--- src/rtl/sockseq_pkg.sv ---
package sockseq_pkg;

  typedef enum logic [3:0] {
    S_IDLE,
    S_OFF_WAIT,
    S_PWR_WAIT,
    S_RST_HOLD,
    S_SETTLE,
    S_POLL,
    S_POLL_WAIT,
    S_READY,
    S_CFG_CLR,
    S_DOWN_WAIT
  } seq_state_t;

  typedef enum logic [1:0] {
    IFT_NONE = 2'b00,
    IFT_MEM  = 2'b01,
    IFT_IO   = 2'b10
  } iftype_t;

  typedef struct packed {
    logic    pwr;
    logic    vpp;
    logic    oe;
    logic    rst;
    iftype_t ift;
    logic    irq_en;
    logic    spkr;
  } sock_drive_t;

  localparam sock_drive_t DRIVE_OFF = '{pwr: 1'b0, vpp: 1'b0, oe: 1'b0, rst: 1'b0,
                                        ift: IFT_NONE, irq_en: 1'b0, spkr: 1'b0};

endpackage

--- src/rtl/sockseq_timer.sv ---
// Loadable microsecond down-counter. A load restarts the prescaler, so a
// load of N expires exactly N*CYC_PER_US cycles later with a one-cycle pulse.
module sockseq_timer #(
  parameter int CYC_PER_US = 50,
  parameter int US_W       = 21
) (
  input  logic            clk,
  input  logic            rst,
  input  logic            load,
  input  logic [US_W-1:0] load_us,
  output logic            expired
);

  logic            running;
  logic [US_W-1:0] us_left;
  logic            us_tick;

  generate
    if (CYC_PER_US > 1) begin : g_prescale
      localparam int PRE_W = $clog2(CYC_PER_US);
      localparam logic [PRE_W-1:0] PRE_LAST = PRE_W'(CYC_PER_US - 1);
      logic [PRE_W-1:0] pre;

      always_ff @(posedge clk) begin
        if (rst || load) begin
          pre <= '0;
        end else if (running) begin
          pre <= (pre == PRE_LAST) ? '0 : pre + 1'b1;
        end
      end

      assign us_tick = running && (pre == PRE_LAST);
    end else begin : g_direct
      assign us_tick = running;
    end
  endgenerate

  always_ff @(posedge clk) begin
    if (rst) begin
      running <= 1'b0;
      us_left <= '0;
      expired <= 1'b0;
    end else begin
      expired <= 1'b0;
      if (load) begin
        us_left <= load_us;
        running <= (load_us != '0);
        if (load_us == '0) begin
          expired <= 1'b1;
        end
      end else if (us_tick) begin
        if (us_left == US_W'(1)) begin
          us_left <= '0;
          running <= 1'b0;
          expired <= 1'b1;
        end else begin
          us_left <= us_left - 1'b1;
        end
      end
    end
  end

endmodule

--- src/rtl/sockseq_ctrl.sv ---
// Sequencing state machine with registered socket drives and outcome pulses.
module sockseq_ctrl
  import sockseq_pkg::*;
#(
  parameter int T_OFF_US    = 400000,
  parameter int T_ON_US     = 320000,
  parameter int T_RST_US    = 20,
  parameter int T_SETTLE_US = 20000,
  parameter int T_POLL_US   = 500,
  parameter int T_DOWN_US   = 300000,
  parameter int MAX_POLLS   = 10000,
  parameter int US_W        = 21,
  parameter int PC_W        = 14
) (
  input  logic            clk,
  input  logic            rst,
  input  logic            en_cmd,
  input  logic            dis_cmd,
  input  logic [1:0]      cd_sense,
  input  logic            card_ready,
  input  logic            card_is_io,
  input  logic            tmr_exp,
  output logic            tmr_load,
  output logic [US_W-1:0] tmr_us,
  output sock_drive_t     drv,
  output logic            enabling,
  output logic            seq_done,
  output logic            seq_abort,
  output logic            seq_timeout
);

  localparam logic [PC_W-1:0] POLL_LAST = PC_W'(MAX_POLLS - 1);

  seq_state_t      state_q, state_d;
  sock_drive_t     drv_d;
  logic [PC_W-1:0] poll_q, poll_d;
  logic            enab_d, done_d, abort_d, tmo_d;

  always_comb begin
    state_d  = state_q;
    drv_d    = drv;
    poll_d   = poll_q;
    enab_d   = enabling;
    done_d   = 1'b0;
    abort_d  = 1'b0;
    tmo_d    = 1'b0;
    tmr_load = 1'b0;
    tmr_us   = '0;

    unique case (state_q)
      S_IDLE, S_READY: begin
        if (dis_cmd) begin
          drv_d.ift    = IFT_NONE;
          drv_d.irq_en = 1'b0;
          drv_d.spkr   = 1'b0;
          state_d      = S_CFG_CLR;
        end else if (en_cmd) begin
          drv_d    = DRIVE_OFF;
          enab_d   = 1'b1;
          poll_d   = '0;
          tmr_load = 1'b1;
          tmr_us   = US_W'(T_OFF_US);
          state_d  = S_OFF_WAIT;
        end
      end

      S_OFF_WAIT: begin
        if (tmr_exp) begin
          drv_d.pwr = 1'b1;
          tmr_load  = 1'b1;
          tmr_us    = US_W'(T_ON_US);
          state_d   = S_PWR_WAIT;
        end
      end

      S_PWR_WAIT: begin
        if (tmr_exp) begin
          drv_d.oe  = 1'b1;
          drv_d.vpp = 1'b1;
          drv_d.rst = 1'b1;
          tmr_load  = 1'b1;
          tmr_us    = US_W'(T_RST_US);
          state_d   = S_RST_HOLD;
        end
      end

      S_RST_HOLD: begin
        if (tmr_exp) begin
          drv_d.rst = 1'b0;
          tmr_load  = 1'b1;
          tmr_us    = US_W'(T_SETTLE_US);
          state_d   = S_SETTLE;
        end
      end

      S_SETTLE: begin
        if (tmr_exp) begin
          state_d = S_POLL;
        end
      end

      S_POLL: begin
        if (cd_sense == 2'b00) begin
          abort_d = 1'b1;
          enab_d  = 1'b0;
          state_d = S_IDLE;
        end else if (card_ready) begin
          drv_d.ift    = card_is_io ? IFT_IO : IFT_MEM;
          drv_d.irq_en = card_is_io;
          drv_d.spkr   = card_is_io;
          done_d       = 1'b1;
          enab_d       = 1'b0;
          state_d      = S_READY;
        end else if (poll_q == POLL_LAST) begin
          tmo_d   = 1'b1;
          enab_d  = 1'b0;
          state_d = S_IDLE;
        end else begin
          poll_d   = poll_q + 1'b1;
          tmr_load = 1'b1;
          tmr_us   = US_W'(T_POLL_US);
          state_d  = S_POLL_WAIT;
        end
      end

      S_POLL_WAIT: begin
        if (tmr_exp) begin
          state_d = S_POLL;
        end
      end

      S_CFG_CLR: begin
        drv_d.pwr = 1'b0;
        drv_d.vpp = 1'b0;
        drv_d.oe  = 1'b0;
        drv_d.rst = 1'b0;
        tmr_load  = 1'b1;
        tmr_us    = US_W'(T_DOWN_US);
        state_d   = S_DOWN_WAIT;
      end

      S_DOWN_WAIT: begin
        if (tmr_exp) begin
          done_d  = 1'b1;
          state_d = S_IDLE;
        end
      end

      default: begin
        state_d = S_IDLE;
      end
    endcase
  end

  always_ff @(posedge clk) begin
    if (rst) begin
      state_q     <= S_IDLE;
      drv         <= DRIVE_OFF;
      poll_q      <= '0;
      enabling    <= 1'b0;
      seq_done    <= 1'b0;
      seq_abort   <= 1'b0;
      seq_timeout <= 1'b0;
    end else begin
      state_q     <= state_d;
      drv         <= drv_d;
      poll_q      <= poll_d;
      enabling    <= enab_d;
      seq_done    <= done_d;
      seq_abort   <= abort_d;
      seq_timeout <= tmo_d;
    end
  end

endmodule

--- src/rtl/socket_pwr_seq.sv ---
module socket_pwr_seq
  import sockseq_pkg::*;
#(
  parameter int CLK_FREQ_HZ = 50_000_000,
  parameter int T_OFF_US    = 400000,
  parameter int T_ON_US     = 320000,
  parameter int T_RST_US    = 20,
  parameter int T_SETTLE_US = 20000,
  parameter int T_POLL_US   = 500,
  parameter int T_DOWN_US   = 300000,
  parameter int MAX_POLLS   = 10000
) (
  input  logic       clk,
  input  logic       rst,
  input  logic       en_cmd,
  input  logic       dis_cmd,
  input  logic [1:0] cd_sense,
  input  logic       card_ready,
  input  logic       card_is_io,
  output logic       main_pwr,
  output logic       vpp_on,
  output logic       if_oe,
  output logic       card_rst,
  output logic [1:0] if_type,
  output logic       io_irq_en,
  output logic       spkr_en,
  output logic       enabling,
  output logic       seq_done,
  output logic       seq_abort,
  output logic       seq_timeout
);

  localparam int CYC_PER_US = (CLK_FREQ_HZ / 1_000_000 < 1) ? 1 : CLK_FREQ_HZ / 1_000_000;
  localparam int US_SUM     = T_OFF_US + T_ON_US + T_RST_US + T_SETTLE_US + T_POLL_US + T_DOWN_US;
  localparam int US_W       = $clog2(US_SUM + 1);
  localparam int PC_W       = (MAX_POLLS < 2) ? 1 : $clog2(MAX_POLLS);

  logic            tmr_load;
  logic [US_W-1:0] tmr_us;
  logic            tmr_exp;
  sock_drive_t     drv;

  sockseq_timer #(
    .CYC_PER_US (CYC_PER_US),
    .US_W       (US_W)
  ) u_timer (
    .clk     (clk),
    .rst     (rst),
    .load    (tmr_load),
    .load_us (tmr_us),
    .expired (tmr_exp)
  );

  sockseq_ctrl #(
    .T_OFF_US    (T_OFF_US),
    .T_ON_US     (T_ON_US),
    .T_RST_US    (T_RST_US),
    .T_SETTLE_US (T_SETTLE_US),
    .T_POLL_US   (T_POLL_US),
    .T_DOWN_US   (T_DOWN_US),
    .MAX_POLLS   (MAX_POLLS),
    .US_W        (US_W),
    .PC_W        (PC_W)
  ) u_ctrl (
    .clk         (clk),
    .rst         (rst),
    .en_cmd      (en_cmd),
    .dis_cmd     (dis_cmd),
    .cd_sense    (cd_sense),
    .card_ready  (card_ready),
    .card_is_io  (card_is_io),
    .tmr_exp     (tmr_exp),
    .tmr_load    (tmr_load),
    .tmr_us      (tmr_us),
    .drv         (drv),
    .enabling    (enabling),
    .seq_done    (seq_done),
    .seq_abort   (seq_abort),
    .seq_timeout (seq_timeout)
  );

  assign main_pwr  = drv.pwr;
  assign vpp_on    = drv.vpp;
  assign if_oe     = drv.oe;
  assign card_rst  = drv.rst;
  assign if_type   = drv.ift;
  assign io_irq_en = drv.irq_en;
  assign spkr_en   = drv.spkr;

endmodule

--- config.mk ---
export PLATFORM = sky130hd
export DESIGN_NAME = socket_pwr_seq
export DESIGN_NICKNAME = d
export VERILOG_FILES = /design/src/rtl/sockseq_pkg.sv /design/src/rtl/sockseq_timer.sv /design/src/rtl/sockseq_ctrl.sv /design/src/rtl/socket_pwr_seq.sv
export SDC_FILE = /design/constraint.sdc
export NUM_CORES = 1
export LEC_CHECK = 0
export BUFFER_PORTS_ARGS = -buffer_cell sky130_fd_sc_hd__buf_2
export CAP_MARGIN = 0
export CORE_UTILIZATION = 55
export CTS_CLUSTER_SIZE = 24
export DETAILED_ROUTE_END_ITERATION = 6
export GPL_TIMING_DRIVEN = 0
export PLACE_DENSITY = 0.72
export SYNTH_ARGS = -nofsm -noshare
export SYNTH_HDL_FRONTEND = slang
export SYNTH_SLANG_ARGS = --single-unit
--- constraint.sdc ---
create_clock -name clk -period 2.8 [get_ports clk]
set_input_delay 0.28 -clock clk [delete_from_list [all_inputs] [get_ports clk]]
set_output_delay 0.28 -clock clk [all_outputs]
set_load 0.05 [all_outputs]
==> results_dict.tcl <==
set metrics [dict create \
    outcome "finished, final reports clean" \
    cts_root_buffer "clkbuf_8" \
    drv_slew 0 \
    post-route-worst-setup-slack_ns 0.242 \
    start_util 0.569 \
    grt_overflow_total 0 \
    utilization 0.624 \
    die_h_um 77.3 \
    tritoncts "yes" \
    maxSlewHeadroom 0.426 \
    synthCells 394 \
    powerDensity_mw_per_mm2 764 \
    synth_ff_type "dfxtp_1" \
    design_area_mm2 0.00342 \
    cts_buffers 5 \
    synth_warnings 0 \
    grt_max_degree 18 \
    ys_types 62 \
    start_kind "flip-flop" \
    top_level_ports 20 \
    period_needed_ns 2.56 \
    synth_edf_count 0 \
    n_antenna_cell 0 \
    worstPathRequired_ns 2.99 \
    tns_ns 0 \
    hold_ws_ns 0.135 \
    layout.nets 432 \
    cp_cell_sequence "inv_1, ha_1, nor4b_4, and3_1, clkbuf_1, nand2_1, or4_1, a311oi_1, a21oi_1" \
    grt_usage 0.261 \
    num_vias 3003 \
    p_leak_nw 1.19 \
    cts_num_sinks 55 \
    coreArea_mm2 0.00547 \
    drt_iter0_drc 388 \
    grt_pass1_wl_um 12600 \
    die_area_mm2 0.00597 \
    finalHoldViolCount 0 \
    rows 27 \
    nFillCells 498 \
    cp_num_cells 9 \
    cp-end-kind "flip-flop" \
    drc 0 \
    grt_pass1_vias 2641 \
    dp_hpwl_um 5380 \
    die_w_um 77.3 \
    min_path_cells 2 \
    layout_common_cells "dfxtp_1 (55), nor2_1 (52), a21oi_1 (28), nor3_1 (26), nand2_1 (25)" \
    synth-seq-cells 55 \
    antenna_left 0 \
    ys_top_cells_by_area "dfxtp_1 (35%), nor2_1 (6.3%), a21oi_1 (4.5%)" \
    hold_class "primary input to flip-flop" \
    avgRoutedWirePerCell_um 15.4 \
    ys_seq_area_frac 0.353 \
    via_per_inst 6.10 \
    place_area_mm2 0.00330 \
    syn_avg_cell_area_um2 7.91 \
    ir_drop_mv 0.404 \
    critPathMaxStageDelay_ns 0.43 \
    reg2reg_depth 9 \
    wl_um 7600 \
    criticalPathCategory "flip-flop to flip-flop" \
    syn_nets 407 \
    ctsLongestPathBuffers 2 \
    yosysTopAreaCell "dfxtp_1" \
    io_buffers 18 \
    setup_viol 0 \
    crit_buf_inv 2 \
    final_common_cell "dfxtp_1" \
    area.growth.synth_to_final_pct 9.68 \
    post_cts_buffers 0 \
    yosysTopAreaCellShare 0.353 \
    critPathArrivalTime_ns 2.75 \
    worst_pin_slew_ns 0.854 \
    cp_max_fo 8 \
    post-place-ws_ns 0.172 \
    cts-htree-levels 2 \
    antenna_found_initial 0 \
    drive_above_1_share 0.124 \
    synthesis.area_mm2 0.00312 \
    drv_cap 0 \
    min_period_over_period 0.914 \
    crit_family "simple AND/OR/NAND/NOR gates" \
    async_flop_share 0 \
    cp_slowest_cell "or4_1" \
    gp_congestion 0.922 \
    fmax_mhz 391 \
    path_clk_slew_ns 0.10 \
    dr.pass1.iters 6 \
    grt_setup_unrepaired "false" \
    clkLatencyLatePin_ns 0.32 \
    clock_skew_ns 0.00677 \
]
-- cell type report --
cell class | instances | area [µm²] | area share
Clock inverter | 3 | 43.8 | 0.0128
Tap cell | 72 | 90.1 | 0.0264
Clock buffer | 5 | 68.8 | 0.0201
Multi-Input combinational cell | 303 | 1850 | 0.542
Sequential cell | 55 | 1100 | 0.322
Timing Repair Buffer | 18 | 90.1 | 0.0264
Buffer | 29 | 144 | 0.0421
Inverter | 7 | 26.3 | 0.00769
-- power by group --
group	switching, mW	internal, mW	leakage, nW
sequential	0.100	0.880	0.446
clock	0.273	0.267	0.0581
combinational	0.681	0.410	0.685
-- state kept, by name, indices dropped and copies added (netlist names) --
signal                  cells
u_timer.expired             1
u_ctrl.seq_timeout          1
u_ctrl.seq_done             1
u_ctrl.enabling             1
u_timer.us_left            20
u_ctrl.state_q              4
u_timer.running             1
u_ctrl.seq_abort            1
u_ctrl.drv                  5
u_timer.g_prescale.pre      6
u_ctrl.poll_q              14
-- final timing paths --
| path | from | to | slack [ns] |
|---|---|---|---|
| min | cd_sense[1] | u_ctrl.seq_abort | 0.13 |
| max | u_timer.us_left[0] | u_timer.us_left[18] | 0.24 |
| max reg2reg | u_timer.us_left[0] | u_timer.us_left[18] | 0.24 |
| min reg2reg | u_ctrl.drv[2] | u_ctrl.drv[2] | 0.46 |
-- cell families after synthesis --
family / count (synthesis) / synth area share
fa+ha+maj: 5 / 0.0201
mux: 3 / 0.00964
buf+inv: 36 / 0.0546
simple gates: 187 / 0.324
xor+xnor: 14 / 0.0394
flops: 55 / 0.353
compound gates: 94 / 0.199
-- cell usage after synthesis (9+ instances only) --
cell type,n
a21oi_1,28
clkbuf_1,19
dfxtp_1,55
nand2_1,25
nand3_1,9
nor2_1,52
nor2b_1,12
nor3_1,26
o21ai_0,20
or3_1,10
xnor2_1,12
-- through the flow --
step | total power [mW] | std cells
detailed placement | 2.05 | 484
floorplan | 1.81 | 394
CTS | 2.59 | 492
global placement | 2.03 | 484
global route | 2.78 | 492
finish | 2.61 | 492
-- layer usage --
metal	GRT usage	wire, µm	vias up
met1	0.363	3520	1399
met3	0.0548	526	15
met4	0.0717	99	0
met2	0.405	3450	109
met5	0	0	-
li1	-	-	1480
-- worst reg2reg max path, stage by stage (launching register included) --
cell,delay (ns)
dfxtp_1,0.37
inv_1,0.10
ha_1,0.17
nor4b_4,0.34
and3_1,0.22
clkbuf_1,0.32
nand2_1,0.11
or4_1,0.43
a311oi_1,0.29
a21oi_1,0.09
-- timing repair --
action                     in CTS  in global routing
setup endpoints to repair       0                  2
resized for setup               0                  2
hold buffers                    0                  0
No activity file was read; power rests on OpenSTA's default activity.
